<file path="src/rtl/egress_qsched_pkg.sv">
// Package: shared sizes and the weighted schedule for the egress queue scheduler.
// Assumes exactly four queues; the schedule is derived from the slot index.
package egress_qsched_pkg;
    localparam int NUM_Q     = 4;
    localparam int NUM_SLOTS = 16;
    localparam int SLOT_W    = $clog2(NUM_SLOTS);
    localparam int QIDX_W    = $clog2(NUM_Q);

    // Queue served by a slot: even slots and the final slot go to queue 3,
    // odd slots at 1 mod 4 to queue 2, slots 3 and 11 to queue 1, slot 7 to queue 0.
    function automatic logic [QIDX_W-1:0] slot_queue(input logic [SLOT_W-1:0] s);
        logic [QIDX_W-1:0] q;
        if (!s[0] || s == SLOT_W'(NUM_SLOTS - 1)) q = QIDX_W'(3);
        else if (s[1] == 1'b0)                    q = QIDX_W'(2);
        else if (s[2] == 1'b0)                    q = QIDX_W'(1);
        else                                      q = QIDX_W'(0);
        return q;
    endfunction
endpackage

</file>
<file path="src/rtl/qsched_strict_pick.sv">
// Module: strict priority picker. Returns a one-hot of the highest set request bit.
// Assumes nothing about the request vector; returns zero when it is zero.
module qsched_strict_pick
    import egress_qsched_pkg::*;
#(
    parameter int NQ = NUM_Q
) (
    input  logic [NQ-1:0] req,
    output logic [NQ-1:0] pick
);
    // Scan upward so the last (highest) set bit wins.
    always_comb begin
        pick = '0;
        for (int i = 0; i < NQ; i++) begin
            if (req[i]) pick = NQ'(1) << i;
        end
    end
endmodule

</file>
<file path="src/rtl/qsched_wrr_pick.sv">
// Module: weighted slot picker. Searches the 16-slot schedule from a start slot,
// wrapping, for the first slot whose queue requests.
// Assumes the caller applies the pointer update only when a grant is taken.
module qsched_wrr_pick
    import egress_qsched_pkg::*;
#(
    parameter int NQ    = NUM_Q,
    parameter int SLOTS = NUM_SLOTS,
    parameter int SW    = SLOT_W
) (
    input  logic [NQ-1:0] req,
    input  logic [SW-1:0] start,
    output logic [NQ-1:0] pick,
    output logic [SW-1:0] next_slot
);
    // First-match search across one full revolution of the schedule.
    always_comb begin
        logic          found;
        logic [SW-1:0] idx;
        logic [QIDX_W-1:0] q;
        found     = 1'b0;
        pick      = '0;
        next_slot = start;
        for (int k = 0; k < SLOTS; k++) begin
            idx = start + SW'(k);
            q   = slot_queue(idx);
            if (!found && req[q]) begin
                found     = 1'b1;
                pick      = NQ'(1) << q;
                next_slot = idx + SW'(1);
            end
        end
    end
endmodule

</file>
<file path="src/rtl/egress_qsched.sv">
// Module: egress queue scheduler top. Holds one outstanding grant until done,
// picks strict or weighted per strict_mode, keeps the weighted slot pointer.
// Assumes pkt_done is asserted only for the packet currently granted.
module egress_qsched
    import egress_qsched_pkg::*;
(
    input  logic             clk,
    input  logic             rst_n,
    input  logic [NUM_Q-1:0] q_nonempty,
    input  logic [NUM_Q-1:0] q_eligible,
    input  logic             strict_mode,
    input  logic             pkt_done,
    output logic [NUM_Q-1:0] grant,
    output logic             grant_valid
);
    logic [NUM_Q-1:0]  req;
    logic [NUM_Q-1:0]  strict_pick, wrr_pick, chosen;
    logic [SLOT_W-1:0] ptr_q, ptr_eff, wrr_next;
    logic [NUM_Q-1:0]  grant_q;
    logic              valid_q, mode_q, busy, decide, mode_flip;

    // Requesting queues: holding data and allowed by the pacer.
    assign req       = q_nonempty & q_eligible;
    assign busy      = |grant_q;
    assign mode_flip = (strict_mode != mode_q);
    assign ptr_eff   = mode_flip ? '0 : ptr_q;
    assign decide    = !busy && (|req);

    qsched_strict_pick #(.NQ(NUM_Q)) u_strict (
        .req  (req),
        .pick (strict_pick)
    );

    qsched_wrr_pick #(.NQ(NUM_Q), .SLOTS(NUM_SLOTS), .SW(SLOT_W)) u_wrr (
        .req       (req),
        .start     (ptr_eff),
        .pick      (wrr_pick),
        .next_slot (wrr_next)
    );

    // Policy selection for the current decision.
    assign chosen = strict_mode ? strict_pick : wrr_pick;

    // Grant register, strobe and outstanding tracking.
    always_ff @(posedge clk) begin
        if (!rst_n) begin
            grant_q <= '0;
            valid_q <= 1'b0;
        end else if (decide) begin
            grant_q <= chosen;
            valid_q <= 1'b1;
        end else begin
            valid_q <= 1'b0;
            if (busy && pkt_done) grant_q <= '0;
        end
    end

    // Slot pointer and remembered mode for change detection.
    always_ff @(posedge clk) begin
        if (!rst_n) begin
            ptr_q  <= '0;
            mode_q <= 1'b0;
        end else begin
            mode_q <= strict_mode;
            if (decide && !strict_mode) ptr_q <= wrr_next;
            else                        ptr_q <= ptr_eff;
        end
    end

    assign grant       = grant_q;
    assign grant_valid = valid_q;
endmodule

</file>
<file path="config.mk">
export PLATFORM = sky130hd
export DESIGN_NAME = egress_qsched
export DESIGN_NICKNAME = d
export VERILOG_FILES = /design/src/rtl/egress_qsched_pkg.sv /design/src/rtl/qsched_strict_pick.sv /design/src/rtl/qsched_wrr_pick.sv /design/src/rtl/egress_qsched.sv
export SDC_FILE = /design/constraint.sdc
export NUM_CORES = 1
export LEC_CHECK = 0
export ABC_CLOCK_PERIOD_IN_PS = 6800
export BUFFER_PORTS_ARGS = -buffer_cell sky130_fd_sc_hd__buf_2
export CORE_MARGIN = 4
export CORE_UTILIZATION = 57
export CTS_CLUSTER_DIAMETER = 150
export CTS_CLUSTER_SIZE = 40
export DETAILED_ROUTE_END_ITERATION = 8
export PLACE_DENSITY_LB_ADDON = 0.15
export SYNTH_ARGS = -nofsm -noshare
export SYNTH_HDL_FRONTEND = slang
export SYNTH_SLANG_ARGS = --single-unit
export TNS_END_PERCENT = 100
</file>
<file path="constraint.sdc">
create_clock -name clk -period 6.8 [get_ports clk]
set_input_delay 0.34 -clock clk [delete_from_list [all_inputs] [get_ports clk]]
set_output_delay 0.34 -clock clk [all_outputs]
set_load 0.02 [all_outputs]
</file>
Word-level counts from Yosys, hierarchy flattened
Cells that the tools add are included.
{"block": "op_classes", "n_addsub": 30, "n_lt_le_gt_ge": 16, "n_eq_ne": 17, "n_shift": 16, "n_mux": 137, "bitwise_logic": 1, "n_reduce_logical": 70}
{"cell": "4-bit two-way mux", "n": 38}
{"cell": "2-bit two-way mux", "n": 33}
{"cell": "4-bit by 1-bit adder with 4-bit output (second input constant)", "n": 16}
{"cell": "4-bit equality test (second input constant)", "n": 16}
{"cell": "1-bit by 2-bit left shift with 4-bit output (first input constant)", "n": 16}
{"cell": "1-bit two-way mux", "n": 49}
{"cell": "2-bit by 3-bit < comparator with 1-bit output (second input constant)", "n": 16}
{"cell": "1-bit logical NOT", "n": 33}
{"cell": "4-bit adder (second input constant)", "n": 8}
{"cell": "1-bit binary-select mux with 2-bit select", "n": 16}
{"cell": "1-bit logical AND", "n": 18}
{"cell": "4-bit by 3-bit adder with 4-bit output (second input constant)", "n": 4}
{"cell": "1-bit logical OR", "n": 16}
{"cell": "4-bit by 2-bit adder with 4-bit output (second input constant)", "n": 2}
{"cell": "4-bit OR reduction", "n": 2}
{"cell": "4-bit bitwise AND", "n": 1}
{"cell": "3-bit two-way mux", "n": 1}
{"cell": "2-bit nonzero test", "n": 1}
{"cell": "1-bit inequality test", "n": 1}
{"block": "totals", "ff_bits": 10, "inputBits": 12, "out_inout_bits": 5, "wordCells": 291}

Depth between registers and ports, before layout
Gate-level depths: netlist of the first run.
{"block": "depth", "depth_word": 55, "ltp_mapped": 19}

Cells and area by module
From an unflattened synthesis of the first run, not the netlist that was laid out.
{"block": "hier_totals", "cells_unflattened": 419, "area_unflattened_um2": 2941.6}
{"mod": "qsched_wrr_pick", "n_inst": 1, "cells_each": 360, "area_per_inst_um2": 2398.6, "seq_area_each_um2": 0.0}
{"mod": "egress_qsched", "n_inst": 1, "cells_each": 55, "area_per_inst_um2": 506.7, "seq_area_each_um2": 200.2}
{"mod": "qsched_strict_pick", "n_inst": 1, "cells_each": 4, "area_per_inst_um2": 36.3, "seq_area_each_um2": 0.0}

Worst setup path after synthesis of the first run
No wires, ideal clock.
{"block": "synth_timing", "path_type": "input to register", "start": "input port strict_mode", "end": "register grant_q[0] (netlist: grant[0])", "setup_ps": 77, "t_arrival_ps": 3848, "path_slack_ps": 2875, "cell_stages": 17, "path_cell_list": "buf_6 > xnor2_2 > buf_4 > nand2_4 > buf_2 > ha_1 > clkbuf_1 > a211oi_1 > o21ai_0 > and3b_1 > a31oi_1 > nand2_1 > nor4_4 > nor3b_2 > and2b_1 > nand2b_1 > a41oi_2"}
{"block": "synth_between", "elab_chain_len": 55, "word_cells_on_any_way": 224}
{"item": "start, declared", "line": "egress_qsched.sv:11", "source": "input logic strict_mode,"}
{"item": "branches (longest 53 deep; another with 4-bit by 1-bit adder with 4-bit output)"}
{"item": "4-bit two-way mux *", "line": "egress_qsched.sv:42", "source": "assign chosen = strict_mode ? strict_pick : wrr_pick;"}
{"item": "4-bit two-way mux *", "line": "egress_qsched.sv:49", "source": "end else if (decide) begin"}
{"item": "end signal, assigned", "line": "egress_qsched.sv:50", "source": "grant_q <= chosen;"}
{"item": "end, declared", "line": "egress_qsched.sv:19", "source": "logic [NUM_Q-1:0] grant_q;"}
Mark *: on every way between the ends. The select of a mux whose other input is x is not followed.
A chain may end at the register's enable or synchronous reset.

Final worst setup path of the first run
{"block": "layout_timing", "start": "register ptr_q[0]", "end": "register grant_q[1] (netlist: grant[1])"}
{"block": "layout_between", "elab_chain_len": 54, "word_cells_on_any_way": 221}
{"item": "start, declared", "line": "egress_qsched.sv:18", "source": "logic [SLOT_W-1:0] ptr_q, ptr_eff, wrr_next;"}
{"item": "start signal, assigned", "line": "egress_qsched.sv:65", "source": "if (decide && !strict_mode) ptr_q <= wrr_next;"}
{"item": "start signal, assigned", "line": "egress_qsched.sv:66", "source": "else ptr_q <= ptr_eff;"}
{"item": "4-bit two-way mux *", "line": "egress_qsched.sv:26", "source": "assign ptr_eff = mode_flip ? '0 : ptr_q;"}
{"item": "branches (longest 50 deep; another with 4-bit by 1-bit adder with 4-bit output)"}
{"item": "4-bit two-way mux *", "line": "qsched_wrr_pick.sv:27", "source": "if (!found && req[q]) begin"}
{"item": "4-bit two-way mux *", "line": "egress_qsched.sv:42"}
{"item": "4-bit two-way mux *", "line": "egress_qsched.sv:49"}
Marks and branches as above.

==> summary.md, run 1 <==
| Metric | Value |
|---|---|
| Status | `finished clean` |
| Hold Path End | `grant[3]` |
| Fraction of registers with async set/reset | `0%` |
| GPL Wtd Cong | `1.09` |
| First-pass iteration count of the detailed router | `6` |
| Row count | `27` |
| Final Hold Vio Count | `0` |
| Seq/Total Area, Yosys | `6.02%` |
| # IOs | `17` |
| Finished Core Util | `61.3%` |
| Slew Limit Headroom | `34.5%` |
| Die width | `84.4 um` |
| Post_cts resized | `0` |
| Post-route ant nets | `0` |
| Clk pwr share | `10.7%` |
| CORE AREA | `5570 um^2` |
| # setup viols final | `0` |
| Via count | `4271` |
| Die height | `84.4 um` |
| Reg power frac | `13.5%` |
| Reg2reg start | `ptr_q[0]` |
| Setup crit end kind | `register` |
| Crit-path cells | `nand2_4 -> ha_1 -> a211oi_1 -> o21ai_0 -> and3b_1 -> a31oi_1 -> buf_4 -> nand2_1 -> nor4_4 -> nand3_2 -> nor3_1 -> a221oi_1 -> a41oi_1` |
| Final setup TNS | `0 ns` |
| Min cycle time layout | `5.18 ns` |
| Top FF cell, synth | `dfxtp_1` |
| Hold_buf cts | `0` |
| PortBufs | `16` |
| Placed insts | `547` |
| YS warnings | `0` |
| TritonCTS clock tree | `done` |
| Clk buf depth | `2` |
| Power Density | `202 nW/um^2` |
| # clock sinks | `10` |
| Global-route wire length before repair | `21.1 mm` |
| Largest stage delay, worst path | `0.96 ns` |
| Critical Path RT | `6.95 ns` |
| Via density | `7.75` |
| Max cap viols | `0` |
| Non-filler instance count after layout | `551` |
| Startpoint Class | `register` |
| Dpl hpwl | `10.4 mm` |
| Setup Skew | `0.00527 ns` |
| Worst EP arrival | `5.33 ns` |
| Sw Pwr | `400 uW` |
| Count of different cell masters after synthesis | `90` |
| Post-synth net total | `516` |
| Routed wire length | `13.6 mm` |
| Violation count after the first detailed-routing iteration | `713` |
| WL/cell | `24.7 um` |
| Postcts setup bufs | `0` |
| Synthesized flop and latch total | `10` |
| Setup CP Type | `register to register` |
| Clock latency on the worst-skew pair | `0.24 ns` |
| H-tree depth | `1` |
| Antenna cells | `0` |
| DIE AREA | `7120 um^2` |
| Root Driver | `clkbuf_8` |
| Vias in the first global route | `3800` |
| Grt ovf | `0` |
| Layout cells sized above 1 | `11.5%` |
| Reg2reg setup slack | `1.62 ns` |
| Initial antenna violation count | `1` |
| Final period utilization | `76.2%` |
| Switching Fraction | `57.9%` |
| Critical Path Fanout Max | `24` |
| R2r endpoint | `grant[1]` |
| Worst min-delay path class | `input pin to register` |
| Buf/Inv on CP | `1` |
| Least-Margin Pin Slew | `0.981 ns` |
| Pin count of the biggest net entering global routing | `25` |
| Total GRT Usage | `37.0%` |
| Delay-heaviest family, CP | `simple AND/OR/NAND/NOR gates` |
| P&R area growth vs syn | `2.79%` |
| Syn Inst Count | `486` |
| RSZ-0062 raised after global routing | `false` |
| Clock transition at path regs | `0.05 ns` |
| Hold Path Stages | `4` |
| Nets@finish | `510` |
| CTS buffer count | `3` |
| Post-synth EDFFs | `0` |
| DRC errors left | `0` |
| Cell Area, Synth | `3320 um^2` |
| Initial core utilization | `59.6%` |
| Maximum VDD drop | `0.000140 V` |
| Pins Over Slew Limit | `0` |
| Min-Delay Startpoint | `pkt_done` |
| LEAKAGE | `0.00125 uW` |
| FF-to-FF path depth | `13` |
| Worst path slowest cell | `dfxtp_1` |
| Int Power | `291 uW` |
| Fmax | `193 MHz` |
| Combinational share of power | `75.9%` |
| Post-Syn Area per Cell | `6.84 um^2` |
## power groups by stage
stage / Clock [uW] / Combinational (uW) / Sequential (uW)
floorplan: 0 / 380 / 79.9
global placement: 0 / 500 / 92.7
detailed placement: 0 / 493 / 92.4
CTS: 74.9 / 496 / 91.6
global route: 78.1 / 551 / 93.3
finish: 73.6 / 524 / 93.0
## synth_stat cells, drive strengths merged, types with 11 or more instances
library cell / n / share of area, %
nand2: 61 / 7.3
nor2: 41 / 4.6
a21oi: 31 / 4.7
nand3: 28 / 4.9
o21ai: 24 / 3.7
nor3: 19 / 3.2
ha: 18 / 6.8
clkbuf: 16 / 1.8
inv: 15 / 1.8
buf: 14 / 2.9
xnor2: 14 / 3.9
o211ai: 13 / 2.9
and2: 11 / 2.1
## worst register-to-register path, stage by stage (launching register included)
cell and delay, ns:
dfxtp_1 0.96, nand2_4 0.35, ha_1 0.73, a211oi_1 0.48, o21ai_0 0.15, and3b_1 0.28, a31oi_1 0.19, buf_4 0.21
nand2_1 0.25, nor4_4 0.57, nand3_2 0.26, nor3_1 0.33, a221oi_1 0.15, a41oi_1 0.19
## how the worst max path moves through the flow
stage / start / end / slack, ns / cells after the start
2_1_floorplan: strict_mode / grant[0] / 2.88 / 17
3_3_place_gp: strict_mode / grant[1] / 1.74 / 15
3_5_place_dp: strict_mode / grant[1] / 1.68 / 15
4_1_cts: mode_q / grant[1] / 1.86 / 14
5_1_grt: ptr_q[0] / grant[1] / 1.27 / 13
6_report: ptr_q[0] / grant[1] / 1.62 / 13
## per-stage QoR
stage	area (um^2)	setup slack (ns)	hold slack, ns	power, uW
3_5_place_dp	3360	1.68	0.539	586
5_1_grt	3420	1.27	0.481	723
3_3_place_gp	3360	1.74	0.532	593
6_report	3420	1.62	0.454	691
2_1_floorplan	3320	2.88	0.533	460
4_1_cts	3420	1.86	0.453	662
## cells in the final DEF, fill, tap and decap left out, drive strengths merged, types with 5 or more instances in the layout
| master | instances |
|---|---|
| nor3 | 19 |
| nand2b | 8 |
| a21oi | 31 |
| o22ai | 7 |
| o21ai | 24 |
| a211o | 5 |
| nand3 | 28 |
| nor2b | 5 |
| xnor2 | 14 |
| ha | 18 |
| a221oi | 5 |
| nor4 | 6 |
| o31ai | 6 |
| and3 | 5 |
| and2 | 11 |
| buf | 19 |
| nand2 | 61 |
| nor3b | 6 |
| a31oi | 8 |
| inv | 15 |
| o211ai | 13 |
| a211oi | 10 |
| a32oi | 7 |
| nand4 | 10 |
| nor2 | 41 |
| dfxtp | 10 |
| or3 | 9 |
## cell families (layout without fill, tap and decap cells)
| logic type | Yosys count | in the layout | share of synthesized area, % |
|---|---|---|---|
| compound gates | 166 | 166 | 36.9 |
| xor+xnor | 17 | 17 | 4.93 |
| fa+ha+maj | 18 | 18 | 6.78 |
| buf+inv | 46 | 39 | 6.70 |
| flops | 10 | 10 | 6.02 |
| mux | 4 | 4 | 1.24 |
| simple gates | 225 | 225 | 37.4 |
## final cells by class
| class | instances | area, um^2 |
|---|---|---|
| Inverter | 16 | 67.6 |
| Timing Repair Buffer | 19 | 103 |
| Sequential cell | 10 | 200 |
| Fill cell | 521 | 2160 |
| Tap cell | 72 | 90.1 |
| Multi-Input combinational cell | 430 | 2900 |
| Clock buffer | 4 | 55.1 |
## layer usage
metal,vias to the layer above,GRT usage [%],part of all wire [%]
met3,110,8.54,14
met1,1907,47.1,36
met4,2,23.6,7.9
met2,402,56.0,42
li1,1850,-,-
met5,-,0,0.095
## state kept, by name, indices dropped and copies added (netlist names)
name and count:
ptr_q 4, grant 4, mode_q 1, grant_valid 1
Note: power is estimated with default switching activity, not from simulation.
==> inputs of run 2 (changes only) <==
ABC_CLOCK_PERIOD_IN_PS = 4400   (was 6800)
clock period = 4.4 ns   (was 6.8 ns; I/O delays follow)
==> run 2 against run 1 <==
Against the previous run:
- power rose by 62%
- clock skew fell by 0.0048 ns
- highest routed layer is now met4
- register-to-register slack got worse by 1.3 ns
- critical path depth rose by 2
- design area rose by 6.9%
- first-iteration DRC count rose by 1.1%
- worst hold slack got worse by 0.11 ns
- via count rose by 1.2%
- global-route usage rose by 1.2 points
- clock power rose by 58%
- critical path type unchanged
==> summary.md, run 2 (same netlist as run 1, synthesis figures left out) <==
| Metric | Value |
|---|---|
| Status | `finished clean (unchanged)` |
| Initial core utilization | `59.6% (unchanged)` |
| Least-Margin Pin Slew | `0.733 ns (was 0.981 ns)` |
| Multi-input gate area | `2950 um^2 (was 2900 um^2)` |
| Finished Core Util | `65.5% (was 61.3%)` |
| Postcts setup bufs | `0 (unchanged)` |
| DIE AREA | `7120 um^2 (unchanged)` |
| Row count | `27 (unchanged)` |
| Power Density | `307 nW/um^2 (was 202 nW/um^2)` |
| FF-to-FF path depth | `15 (was 13)` |
| Final Cell Area | `3650 um^2 (was 3420 um^2)` |
| Worst EP arrival | `4.25 ns (was 5.33 ns)` |
| # IOs | `17 (unchanged)` |
| DP Area | `3550 um^2 (was 3360 um^2)` |
| P&R area growth vs syn | `9.86% (was 2.79%)` |
| Final Hold Vio Count | `0 (unchanged)` |
| Setup Skew | `0.000505 ns (was 0.00527 ns)` |
| Routed wire length | `14.0 mm (was 13.6 mm)` |
| Fmax | `244 MHz (was 193 MHz)` |
| Maximum VDD drop | `0.000263 V (was 0.000140 V)` |
| Post-route ant nets | `0 (unchanged)` |
| Startpoint Class | `register (unchanged)` |
| Fill count | `519 (was 521)` |
| # setup viols final | `0 (unchanged)` |
| Layout cells sized above 1 | `16.6% (was 11.5%)` |
| Grt ovf | `0 (unchanged)` |
| Largest stage delay, worst path | `0.51 ns (was 0.96 ns)` |
| Global-route wire length before repair | `21.8 mm (was 21.1 mm)` |
| LEAKAGE | `0.00138 uW (was 0.00125 uW)` |
| H-tree depth | `1 (unchanged)` |
| Total GRT Usage | `38.2% (was 37.0%)` |
| CTS buffer count | `3 (unchanged)` |
| Clk buf depth | `2 (unchanged)` |
| Nets@finish | `536 (was 510)` |
| Clock transition at path regs | `0.05 ns (about the same)` |
| Critical Path Fanout Max | `13 (was 24)` |
| Die width | `84.4 um (unchanged)` |
| Root Driver | `clkbuf_8 (unchanged)` |
| Setup crit end kind | `register (unchanged)` |
| Critical Path RT | `4.55 ns (was 6.95 ns)` |
| Crit-path cells | `xnor2_4 -> nand2_4 -> buf_4 -> ha_1 -> buf_4 -> inv_1 -> nor3_1 -> o21ai_0 -> nand2_1 -> nand4_2 -> nor4_4 -> nand3_2 -> nor3_1 -> a221oi_1 -> a41oi_1 (was nand2_4 -> ha_1 -> a211oi_1 -> o21ai_0 -> and3b_1 -> a31oi_1 -> buf_4 -> nand2_1 -> nor4_4 -> nand3_2 -> nor3_1 -> a221oi_1 -> a41oi_1)` |
| Dpl hpwl | `10.6 mm (was 10.4 mm)` |
| Pins Over Slew Limit | `0 (unchanged)` |
| Min-Delay Startpoint | `rst_n (was pkt_done)` |
| Final period utilization | `93.2% (was 76.2%)` |
| WL/cell | `24.3 um (was 24.7 um)` |
| Vias in the first global route | `3983 (was 3800)` |
| Setup CP Type | `register to register (unchanged)` |
| Max cap viols | `0 (unchanged)` |
| Commonest non-fill, non-tap cells in the layout | `nand2_1 (59), nor2_1 (41), a21oi_1 (31) (unchanged)` |
| Antenna cells | `0 (unchanged)` |
| Pin count of the biggest net entering global routing | `27 (was 25)` |
| Worst hold slack | `0.343 ns (was 0.454 ns)` |
| Slew Limit Headroom | `50.7% (was 34.5%)` |
| Worst min-delay path class | `input pin to register (unchanged)` |
| Via density | `7.49 (was 7.75)` |
| Hold Path Stages | `3 (was 4)` |
| Initial antenna violation count | `0 (was 1)` |
| Min cycle time layout | `4.10 ns (was 5.18 ns)` |
| Reg2reg start | `mode_q (was ptr_q[0])` |
| Violation count after the first detailed-routing iteration | `721 (was 713)` |
| DRC errors left | `0 (unchanged)` |
| Via count | `4323 (was 4271)` |
| First-pass iteration count of the detailed router | `5 (was 6)` |
| Commonest non-fill, non-tap cell in the layout | `nand2_1 (unchanged)` |
| CORE AREA | `5570 um^2 (unchanged)` |
| Worst path slowest cell | `nor4_4 (was dfxtp_1)` |
| Register area | `200 um^2 (unchanged)` |
| TritonCTS clock tree | `done (unchanged)` |
| Hold Path End | `ptr_q[0] (was grant[3])` |
| GPL Wtd Cong | `1.08 (was 1.09)` |
| Die height | `84.4 um (unchanged)` |
| Reg2reg setup slack | `0.30 ns (was 1.62 ns)` |
| # clock sinks | `10 (unchanged)` |
| PortBufs | `16 (unchanged)` |
| R2r endpoint | `grant[1] (unchanged)` |
| Clock latency on the worst-skew pair | `0.24 ns (about the same)` |
-- run 2: changes by cell type in the layout (fill, tap and decap cells not counted), sizes merged --
cell / delta
buf: +25
nor4: +1
-- run 2: area by class of cell --
cell class                      instances  share of cell area (%)
Clock buffer                            4                    1.51
Inverter                               16                    1.85
Multi-Input combinational cell        431                    80.7
Sequential cell                        10                    5.48
Tap cell                               72                    2.47
Timing Repair Buffer                   44                    7.95
-- run 2: per-stage QoR --
step                total power [uW]  setup WS [ns]  cells  setup TNS (ns)
CTS                             1060          0.175    576               0
global placement                 937          0.286    572               0
floorplan                        710          0.595    486               0
global route                    1180      -0.000678    577       -0.000678
finish                          1120          0.298    577               0
detailed placement               938          0.192    572               0
-- run 2: worst max-delay path, delay by kind of cell, from the launching register on --
kind | cells | cell delay, ns
AO/OA/AOI/OAI | 3 | 0.51
adder cells (fa/ha/maj) | 1 | 0.35
buffers and inverters | 3 | 0.62
flip-flops | 1 | 0.46
AND/OR/NAND/NOR | 7 | 1.91
XOR/XNOR | 1 | 0.15
-- run 2: timing repair --
action	in CTS	in global routing
gates resized for setup	0	5
hold buffers	0	0
endpoints found under the hold margin	0	0
endpoints found under the setup margin	0	4
-- run 2: worst max-delay path by stage --
stage | start | cells past startpoint | to
after floorplan | strict_mode | 17 | grant[0]
after global placement | strict_mode | 16 | grant[1]
after detailed placement | strict_mode | 16 | grant[1]
after CTS | mode_q | 15 | grant[1]
after global routing | mode_q | 15 | grant[1]
final | mode_q | 15 | grant[1]
-- run 2: report_power, final --
group	switching, uW	internal [uW]	leakage, uW
logic	582	298	0.00127
clock network	37.7	78.8	0.0000288
registers	19.5	104	0.0000820
-- run 2: per-layer routing --
metal / up-vias / routed length [um] / global-route usage [%]
met2: 366 / 6140 / 61.5
met1: 1976 / 5420 / 50.1
met5: - / 0 / 0
met4: 0 / 709 / 17.4
met3: 82 / 1750 / 5.89
li1: 1899 / - / -
